$ cat config.mk
export PLATFORM = sky130hd
export DESIGN_NAME = keymatrix_emu
export DESIGN_NICKNAME = d
export VERILOG_FILES = /design/src/rtl/kmx_pkg.sv /design/src/rtl/kmx_tick_gen.sv /design/src/rtl/kmx_event_fifo.sv /design/src/rtl/kmx_lut.sv /design/src/rtl/kmx_matrix.sv /design/src/rtl/keymatrix_emu.sv
export SDC_FILE = /design/constraint.sdc
export NUM_CORES = 2
export LEC_CHECK = 0
export BUFFER_PORTS_ARGS = -buffer_cell sky130_fd_sc_hd__buf_2
export CAP_MARGIN = 5
export CORE_UTILIZATION = 30
export CTS_BUF_LIST = sky130_fd_sc_hd__clkbuf_8
export CTS_CLUSTER_SIZE = 30
export DETAILED_ROUTE_END_ITERATION = 8
export GPL_ROUTABILITY_DRIVEN = 0
export SYNTH_ARGS = -nofsm -noshare
export SYNTH_HDL_FRONTEND = slang
export SYNTH_SLANG_ARGS = --single-unit
$ cat constraint.sdc
create_clock -name clk -period 11.7 [get_ports clk]
set_clock_uncertainty 0.1 [all_clocks]
set_input_delay 1.17 -clock clk [delete_from_list [all_inputs] [get_ports clk]]
set_output_delay 1.17 -clock clk [all_outputs]
set_load 0.05 [all_outputs]
$ cat src/rtl/kmx_pkg.sv
// Package: shared constants and the packed grid-position type for the
// key matrix emulator. Assumes 8-bit event codes with the release flag on top.
package kmx_pkg;
    localparam int KMX_CODE_W   = 8;
    localparam int KMX_IDX_W    = KMX_CODE_W - 1;
    localparam int KMX_REL_BIT  = KMX_CODE_W - 1;
    localparam logic [KMX_CODE_W-1:0] KMX_UNMAPPED = '1;

    // Grid position as stored in the translation table
    typedef struct packed {
        logic [3:0] row;
        logic [3:0] col;
    } kmx_pos_t;
endpackage

$ cat src/rtl/kmx_tick_gen.sv
// Module: free-running pacing counter. It gives a one-cycle tick every
// TICK_CYCLES clocks. Assumes TICK_CYCLES >= 2.
module kmx_tick_gen #(
    parameter int TICK_CYCLES = 7812500
) (
    input  logic clk,
    input  logic rst_n,
    output logic tick_o
);
    localparam int CW = $clog2(TICK_CYCLES);

    logic [CW-1:0] cnt;

    assign tick_o = (cnt == CW'(TICK_CYCLES - 1));

    // Count up and wrap when the tick fires
    always_ff @(posedge clk) begin
        if (!rst_n)      cnt <= '0;
        else if (tick_o) cnt <= '0;
        else             cnt <= cnt + 1'b1;
    end
endmodule

$ cat src/rtl/kmx_event_fifo.sv
// Module: circular event queue with wrapping read and write indices.
// A push while full is dropped and sets a sticky overflow flag. Flush
// empties the queue and wins over a push or pop in the same cycle.
module kmx_event_fifo #(
    parameter int DEPTH = 16,
    parameter int W     = 8
) (
    input  logic         clk,
    input  logic         rst_n,
    input  logic         push_i,
    input  logic [W-1:0] push_data_i,
    input  logic         pop_i,
    input  logic         flush_i,
    output logic [W-1:0] head_o,
    output logic         head_valid_o,
    output logic         overflow_o
);
    localparam int AW    = $clog2(DEPTH);
    localparam int CNT_W = $clog2(DEPTH + 1);

    logic [W-1:0]     mem [DEPTH];
    logic [AW-1:0]    wr_ptr, rd_ptr;
    logic [CNT_W-1:0] count;
    logic             full, do_push, do_pop;

    assign full         = (count == CNT_W'(DEPTH));
    assign head_valid_o = (count != '0);
    assign head_o       = mem[rd_ptr];
    assign do_push      = push_i && !full && !flush_i;
    assign do_pop       = pop_i && head_valid_o && !flush_i;

    // Store accepted events at the write index
    always_ff @(posedge clk) begin
        if (!rst_n) begin
            for (int i = 0; i < DEPTH; i++) mem[i] <= '0;
        end else if (do_push) begin
            mem[wr_ptr] <= push_data_i;
        end
    end

    // Advance the indices and the occupancy count, wrapping at DEPTH
    always_ff @(posedge clk) begin
        if (!rst_n || flush_i) begin
            wr_ptr <= '0;
            rd_ptr <= '0;
            count  <= '0;
        end else begin
            if (do_push)
                wr_ptr <= (wr_ptr == AW'(DEPTH - 1)) ? '0 : wr_ptr + 1'b1;
            if (do_pop)
                rd_ptr <= (rd_ptr == AW'(DEPTH - 1)) ? '0 : rd_ptr + 1'b1;
            if (do_push && !do_pop)      count <= count + 1'b1;
            else if (!do_push && do_pop) count <= count - 1'b1;
        end
    end

    // Latch a lost push until reset
    always_ff @(posedge clk) begin
        if (!rst_n)                              overflow_o <= 1'b0;
        else if (push_i && full && !flush_i)     overflow_o <= 1'b1;
    end
endmodule

$ cat src/rtl/kmx_lut.sv
// Module: code-to-position translation table. Asynchronous read and
// synchronous write. Every entry resets to the unmapped code.
module kmx_lut #(
    parameter int IDX_W = 7,
    parameter int W     = 8
) (
    input  logic             clk,
    input  logic             rst_n,
    input  logic             we_i,
    input  logic [IDX_W-1:0] waddr_i,
    input  logic [W-1:0]     wdata_i,
    input  logic [IDX_W-1:0] raddr_i,
    output logic [W-1:0]     rdata_o
);
    localparam int ENTRIES = 1 << IDX_W;

    logic [W-1:0] table_q [ENTRIES];

    assign rdata_o = table_q[raddr_i];

    // Reset to unmapped, then accept writes from the load port
    always_ff @(posedge clk) begin
        if (!rst_n) begin
            for (int i = 0; i < ENTRIES; i++) table_q[i] <= '1;
        end else if (we_i) begin
            table_q[waddr_i] <= wdata_i;
        end
    end
endmodule

$ cat src/rtl/kmx_matrix.sv
// Module: pressed-key state. It holds one column mask per grid row and
// the levels of the virtual row. It applies one translated event when
// apply_i is high. Clear empties the grid but keeps the special levels.
module kmx_matrix
    import kmx_pkg::*;
#(
    parameter int N_ROWS    = 7,
    parameter int N_COLS    = 11,
    parameter int N_SPECIAL = 5
) (
    input  logic                     clk,
    input  logic                     rst_n,
    input  logic                     apply_i,
    input  logic                     release_i,
    input  kmx_pos_t                 pos_i,
    input  logic                     clear_i,
    output logic [N_ROWS*N_COLS-1:0] mask_flat_o,
    output logic [N_SPECIAL-1:0]     special_o
);
    localparam logic [3:0] ROW_LIM  = 4'(N_ROWS);
    localparam logic [3:0] COL_LIM  = 4'(N_COLS);
    localparam logic [3:0] SPEC_LIM = 4'(N_SPECIAL);
    localparam logic [3:0] SPEC_ROW = 4'(N_ROWS);

    logic                 is_key, is_spec;
    logic [N_COLS-1:0]    col_bit;
    logic [N_SPECIAL-1:0] spec_bit;

    // Classify the position and form one-hot selects
    always_comb begin
        is_key   = apply_i && (pos_i.row < ROW_LIM) && (pos_i.col < COL_LIM);
        is_spec  = apply_i && (pos_i.row == SPEC_ROW) && (pos_i.col < SPEC_LIM);
        col_bit  = {{(N_COLS-1){1'b0}}, 1'b1} << pos_i.col;
        spec_bit = {{(N_SPECIAL-1){1'b0}}, 1'b1} << pos_i.col;
    end

    for (genvar r = 0; r < N_ROWS; r++) begin : g_row
        logic [N_COLS-1:0] mask_q;
        logic              hit;

        assign hit = is_key && (pos_i.row == 4'(r));
        assign mask_flat_o[r*N_COLS +: N_COLS] = mask_q;

        // Set or clear this row's key bit, or empty the row on clear
        always_ff @(posedge clk) begin
            if (!rst_n || clear_i) mask_q <= '0;
            else if (hit)          mask_q <= release_i ? (mask_q & ~col_bit)
                                                       : (mask_q | col_bit);
        end
    end

    // Drive the selected virtual-row level: high on press, low on release
    always_ff @(posedge clk) begin
        if (!rst_n)                 special_o <= '0;
        else if (is_spec && !clear_i)
            special_o <= release_i ? (special_o & ~spec_bit)
                                   : (special_o | spec_bit);
    end
endmodule

$ cat src/rtl/keymatrix_emu.sv
// Module: top of the key matrix emulator. It queues key events, releases
// one per tick through the translation table into the key state, and
// forms the row sense lines from the key state and the live strobes.
module keymatrix_emu
    import kmx_pkg::*;
#(
    parameter int N_ROWS      = 7,
    parameter int N_COLS      = 11,
    parameter int N_SPECIAL   = 5,
    parameter int Q_DEPTH     = 16,
    parameter int TICK_CYCLES = 7812500
) (
    input  logic                  clk,
    input  logic                  rst_n,
    input  logic [N_COLS-1:0]     strobe_i,
    input  logic                  ev_valid_i,
    input  logic [KMX_CODE_W-1:0] ev_code_i,
    input  logic                  lut_we_i,
    input  logic [KMX_IDX_W-1:0]  lut_addr_i,
    input  logic [KMX_CODE_W-1:0] lut_data_i,
    input  logic                  clear_i,
    output logic [N_ROWS-1:0]     sense_o,
    output logic [N_SPECIAL-1:0]  special_o,
    output logic                  overflow_o
);
    logic                     tick;
    logic [KMX_CODE_W-1:0]    head;
    logic                     head_valid;
    logic                     apply;
    logic [KMX_CODE_W-1:0]    entry;
    logic [N_ROWS*N_COLS-1:0] mask_flat;

    assign apply = tick && head_valid && !clear_i;

    kmx_tick_gen #(.TICK_CYCLES(TICK_CYCLES)) u_tick (
        .clk    (clk),
        .rst_n  (rst_n),
        .tick_o (tick)
    );

    kmx_event_fifo #(.DEPTH(Q_DEPTH), .W(KMX_CODE_W)) u_fifo (
        .clk          (clk),
        .rst_n        (rst_n),
        .push_i       (ev_valid_i),
        .push_data_i  (ev_code_i),
        .pop_i        (tick),
        .flush_i      (clear_i),
        .head_o       (head),
        .head_valid_o (head_valid),
        .overflow_o   (overflow_o)
    );

    kmx_lut #(.IDX_W(KMX_IDX_W), .W(KMX_CODE_W)) u_lut (
        .clk     (clk),
        .rst_n   (rst_n),
        .we_i    (lut_we_i),
        .waddr_i (lut_addr_i),
        .wdata_i (lut_data_i),
        .raddr_i (head[KMX_IDX_W-1:0]),
        .rdata_o (entry)
    );

    kmx_matrix #(.N_ROWS(N_ROWS), .N_COLS(N_COLS), .N_SPECIAL(N_SPECIAL)) u_matrix (
        .clk         (clk),
        .rst_n       (rst_n),
        .apply_i     (apply),
        .release_i   (head[KMX_REL_BIT]),
        .pos_i       (kmx_pos_t'(entry)),
        .clear_i     (clear_i),
        .mask_flat_o (mask_flat),
        .special_o   (special_o)
    );

    // Row sense: any held key of the row on a driven column
    for (genvar r = 0; r < N_ROWS; r++) begin : g_sense
        assign sense_o[r] = |(mask_flat[r*N_COLS +: N_COLS] & strobe_i);
    end
endmodule

After elaboration in Yosys (flattened, before gate mapping)
Memories as Yosys holds them, arrays and structs flattened. A register that Yosys moved wholly into a read port is not among the register bits.
Index checks and enable logic that the tools add are counted.
{"block": "op_classes", "n_shift": 2, "n_bitwise": 26, "reduce_logical": 39, "eq_ne": 11, "addsub": 5, "muxes": 27, "magnitude_cmp": 3}
{"operator": "$and 11x11->11", "count": 14}
{"operator": "$mux 11", "count": 7}
{"operator": "$or 11x11->11", "count": 7}
{"operator": "$reduce_or 11->1", "count": 7}
{"operator": "$add 23x1->23 const B", "count": 1}
{"operator": "$eq 23x23->1 const B", "count": 1}
{"operator": "$logic_and 1x1->1", "count": 20}
{"operator": "$mux 4", "count": 5}
{"operator": "$eq 4x3->1 const B", "count": 4}
{"operator": "$mux 8", "count": 2}
{"operator": "$reduce_or 8->1", "count": 2}
{"operator": "$mux 5", "count": 3}
{"operator": "$not 11->11", "count": 1}
{"operator": "$shl 1x4->11 const A", "count": 1}
{"operator": "$mux 1", "count": 9}
{"operator": "$add 4x1->4 const B", "count": 2}
{"operator": "$eq 4x2->1 const B", "count": 2}
{"operator": "$eq 4x4->1 const B", "count": 2}
{"operator": "$lt 4x3->1 const B", "count": 2}
{"operator": "$mux 7", "count": 1}
{"operator": "$add 5x1->5 const B", "count": 1}
{"operator": "$and 5x5->5", "count": 1}
{"operator": "$eq 5x5->1 const B", "count": 1}
{"operator": "$logic_not 1->1", "count": 5}
{"operator": "other kinds (12)", "count": 12}
{"block": "word_totals", "input_bits": 39, "ram_bits": 1152, "wordCells": 128, "n_memories": 2, "output_inout_bits": 13, "regBits": 119}
{"memory": "u_lut.table_q", "words": 128, "word_bits": 8, "read_ports": 1, "rd_clocked_by_memory_dff": 0, "write_ports": 128, "line": "kmx_lut.sv:17", "rtl": "logic [W-1:0] table_q [ENTRIES];"}
{"memory": "u_fifo.mem", "words": 16, "word_bits": 8, "read_ports": 1, "rd_clocked_by_memory_dff": 1, "write_ports": 16, "line": "kmx_event_fifo.sv:21", "rtl": "logic [W-1:0] mem [DEPTH];"}

Longest topological paths before layout
{"block": "logic_depth", "ltp_word": 9, "ltp_mapped": 21, "mapped_depth_nobuf": 15}

Cells and area by module
From an unflattened synthesis, not the netlist that was laid out.
{"block": "hier_totals", "hier_cells": 4002, "area_unflattened_um2": 58757.6}
{"mod": "kmx_lut", "area_each_um2": 47211.5, "cells_per_inst": 2970, "seq_area_each_um2": 30749.5, "instances": 1}
{"mod": "kmx_event_fifo", "area_each_um2": 6596.3, "cells_per_inst": 508, "seq_area_each_um2": 4204.0, "instances": 1}
{"mod": "kmx_matrix", "area_each_um2": 3450.8, "cells_per_inst": 357, "seq_area_each_um2": 1641.6, "instances": 1}
{"mod": "kmx_tick_gen", "area_each_um2": 1132.3, "cells_per_inst": 122, "seq_area_each_um2": 460.4, "instances": 1}
{"mod": "keymatrix_emu", "area_each_um2": 366.6, "cells_per_inst": 45, "seq_area_each_um2": 0.0, "instances": 1}

Worst setup path before layout
OpenSTA, ideal clock, no wires.
{"block": "synth_timing", "path_kind": "flip-flop to flip-flop", "from": "register (tool-made name)", "to": "register (tool-made name)", "setup_ns": 0.131, "arrival_time_ns": 4.069, "required_ns": 11.469, "n_path_buf": 5, "slack_ns": 7.400, "period_less_slack_ns": 4.300, "stages_incl_launch_ff": 16, "cell_sequence": "dfxtp_1 > buf_6 > buf_6 > buf_4 > mux4_2 > mux4_2 > nand2_1 > buf_2 > a211oi_1 > a311oi_1 > o2111ai_1 > or4_1 > buf_2 > or3_4 > o211ai_1 > o31ai_1"}

==> results.py <==
metrics = {
    "cts": {
        "cts_made_buffers": 219,
        "cts_resized": 0,
        "numClockSinks": 1275,
        "clock_tree.root_cell": "sky130_fd_sc_hd__clkbuf_8",
        "holdBufCountCts": 0,
        "worst_skew_pair.late_latency_ns": 1.00,
        "cts.clk_slew.worst_paths_ns": 0.06,
        "cts.htree.levels": 4,
        "buffers_inserted_by_post_cts_timing_repair": 0,
        "tritoncts": "done",
        "maximum_clock_path_buffer_count": 3,
    },
    "routing": {
        "vias": 56493,
        "drt_iter0_drc": 7915,
        "viasPerCell": 5.99,
        "route.final.wire_length_mm": 243,
        "final_antenna_net_count": 0,
        "detail_route.wl_per_cell_um": 25.8,
        "drc": 1,
        "detailedRoute.firstPassIterationCount": 9,
    },
    "logic_synthesis": {
        "async_reset_ff_share_pct": 0,
        "post_synth_num_cell_types": 84,
        "yosys-top-cells-area": "sky130_fd_sc_hd__edfxtp_1 51%, sky130_fd_sc_hd__or3_1 7.1%, sky130_fd_sc_hd__and3_1 5.5%",
        "synth_area_sq_um": 68100,
        "post-synth-top-area-cell": "sky130_fd_sc_hd__edfxtp_1",
        "synth_edf_count": 1152,
        "synth_seq_area_share_pct": 54.4,
        "synthCells": 6583,
        "synth.yosys.warnings": 0,
        "syn_nets": 6633,
        "yosys.cell_count.top_type": "sky130_fd_sc_hd__edfxtp_1",
        "yosys.area.top_type_share_pct": 50.8,
        "post_synth.cell_area_avg_sq_um": 10.3,
        "synth_flop_cell": "sky130_fd_sc_hd__edfxtp_1",
        "synth-seq-cells": 1275,
        "post_synth_most_frequent_cells": "1152 x sky130_fd_sc_hd__edfxtp_1, 777 x sky130_fd_sc_hd__or3_1, 735 x sky130_fd_sc_hd__nand2_1, 648 x sky130_fd_sc_hd__clkbuf_1, 602 x sky130_fd_sc_hd__and3_1",
    },
    "setup_path": {
        "worst-r2r-cell-count": 14,
        "worst_setup_path_end_kind": "flip-flop",
        "worstSetupPathType": "reg2reg",
        "worstPathRequired_ns": 12.40,
        "crit_arrival_ns": 8.41,
        "crit_path_max_fanout": 78,
        "worst_setup_path_start_kind": "flip-flop",
    },
    "timing": {
        "slew_headroom_pct": 10.9,
        "max_slew.worst_pin.slew_ns": 1.32,
        "period_needed_ns": 7.70,
        "summed_negative_setup_slack_over_all_endpoints_ns": 0,
        "maxClockFrequency_ghz": 0.130,
        "finalHoldWorstSlack_ns": 0.354,
        "timing.final.crit_share_pct": 65.8,
        "grt_setup_unrepaired": "false",
        "setup_viol_count_final": 0,
        "worst_slack_ns": 4.00,
        "final_max_slew_viol_count": 0,
        "final-hold-violation-count": 0,
    },
    "power_and_ir_drop": {
        "p_leak_nw": 25.3,
        "maximum_vdd_drop_uv": 87.2,
        "post-layout-total-power_w": 0.0101,
        "power_density_nw_per_um2": 135,
    },
    "floorplanning": {
        "initial_core_util_pct": 30.2,
        "fp.coreArea_sq_um": 225000,
        "die-area_sq_um": 229000,
        "die_height_um": 479,
        "rows": 174,
        "boundaryPins": 52,
        "die_width_um": 479,
    },
    "global_routing": {
        "grt_first_pass_wirelength_mm": 355,
        "antenna_found_initial": 11,
        "groute.usage.overall_pct": 20.4,
        "globalRouteOverflowTotal": 0,
        "grt_start_max_net_pins": 238,
        "grt_pass1_vias": 53289,
    },
    "finish": {
        "n_fill_cell": 22292,
        "drive_above_1_share_pct": 14.0,
        "finish.net_count": 6300,
        "area.growth.synth_to_final_pct": 9.78,
        "postLayoutCoreUtil_pct": 33.2,
    },
    "status": {
        "status": "finished, violations left",
        "violations": "DRC",
    },
    "placement": {
        "preCtsSetupSlack_ns": 4.22,
        "dp_hpwl_mm": 139,
        "placement.io_buffers": 51,
    },
    "worst_hold_path": {
        "timing.hold.worst.class": "reg2reg",
        "min_delay_path_depth": 2,
    },
    "job": {
        "cap_viol_max_count": 0,
    },
}
-- per-stage QoR --
step | cell area (sq um) | cells
6_report | 74800 | 9433
5_1_grt | 74800 | 9428
4_1_cts | 74800 | 9421
3_5_place_dp | 70700 | 9020
3_3_place_gp | 70700 | 9019
2_1_floorplan | 68100 | 6583
-- registers in the layout, indices dropped and copies added (netlist names), named ones only --
register	flops
u_tick.cnt	23
u_fifo.rd_ptr	4
u_fifo.overflow_o	1
u_fifo.count	5
u_lut.table_q	1024
u_fifo.wr_ptr	4
u_fifo.mem	128
-- worst paths after layout --
| path | from | end | slack, ns |
|---|---|---|---|
| min reg2reg | flip-flop | flip-flop | 0.35 |
| min | flip-flop | flip-flop | 0.35 |
| max | flip-flop | flip-flop | 4.00 |
| max reg2reg | flip-flop | flip-flop | 4.00 |
-- placed cells by master, fill, tap and decap left out, drive strengths merged, types with 91 or more instances in the layout --
master	n
and2	133
and3	602
buf	246
clkbuf	226
dfxtp	123
edfxtp	1152
inv	94
nand2	742
nand3	108
nand4	211
nor2	118
nor4	260
o211ai	119
o21ai	143
o22ai	281
o41ai	91
or2	265
or3	781
-- per-layer routing --
| metal | routed length, um | GRT usage (%) | up-vias |
|---|---|---|---|
| li1 | - | - | 24592 |
| met1 | 96200 | 26.8 | 27903 |
| met2 | 109000 | 31.4 | 3322 |
| met3 | 25300 | 4.24 | 674 |
| met4 | 12700 | 10.7 | 2 |
| met5 | 13 | 0 | - |
-- report_power, final --
part / total, W / leakage [nW] / switching (W) / internal (W)
Sequential: 0.00525 / 12.6 / 0.0000853 / 0.00516
Clock: 0.00389 / 2.34 / 0.00197 / 0.00192
Combinational: 0.000972 / 10.3 / 0.000730 / 0.000242
Total: 0.0101 / 25.3 / 0.00279 / 0.00732
-- area by class of cell --
type,instances,area (sq um),share of cell area (%)
timing repair buffer,247,1930,2.57
clock buffer,225,3100,4.14
tap,2992,3740,5.01
antenna,11,27.5,0.0368
inverter,11,48.8,0.0652
sequential,1275,37100,49.6
multi-input combinational,4496,27900,37.4
clock inverter,176,953,1.27
-- logic make-up after synthesis --
family	count (synthesis)	share of synthesized area [%]
XOR/XNOR	26	0.334
multiplexers	93	1.93
buffers and inverters	812	4.88
adder cells (fa/ha/maj)	11	0.213
AND/OR/NAND/NOR	3318	27.2
flip-flops	1275	54.4
AO/OA/AOI/OAI	1048	11.0
-- worst max-delay path, stage by stage, from the launching register on --
cell and delay [ns]:
sky130_fd_sc_hd__dfxtp_1 0.81, sky130_fd_sc_hd__nor2_1 0.22, sky130_fd_sc_hd__a22o_2 0.30, sky130_fd_sc_hd__buf_4 0.27
sky130_fd_sc_hd__nor2_4 0.81, sky130_fd_sc_hd__buf_4 0.77, sky130_fd_sc_hd__buf_4 0.52, sky130_fd_sc_hd__and3_1 0.21
sky130_fd_sc_hd__nor4_1 0.05, sky130_fd_sc_hd__o41a_1 0.60, sky130_fd_sc_hd__o41ai_1 0.68, sky130_fd_sc_hd__and4_1 0.64
sky130_fd_sc_hd__nand3_1 0.70, sky130_fd_sc_hd__o311ai_0 0.56, sky130_fd_sc_hd__o41ai_1 0.16
(Power assumes the default switching activity.)
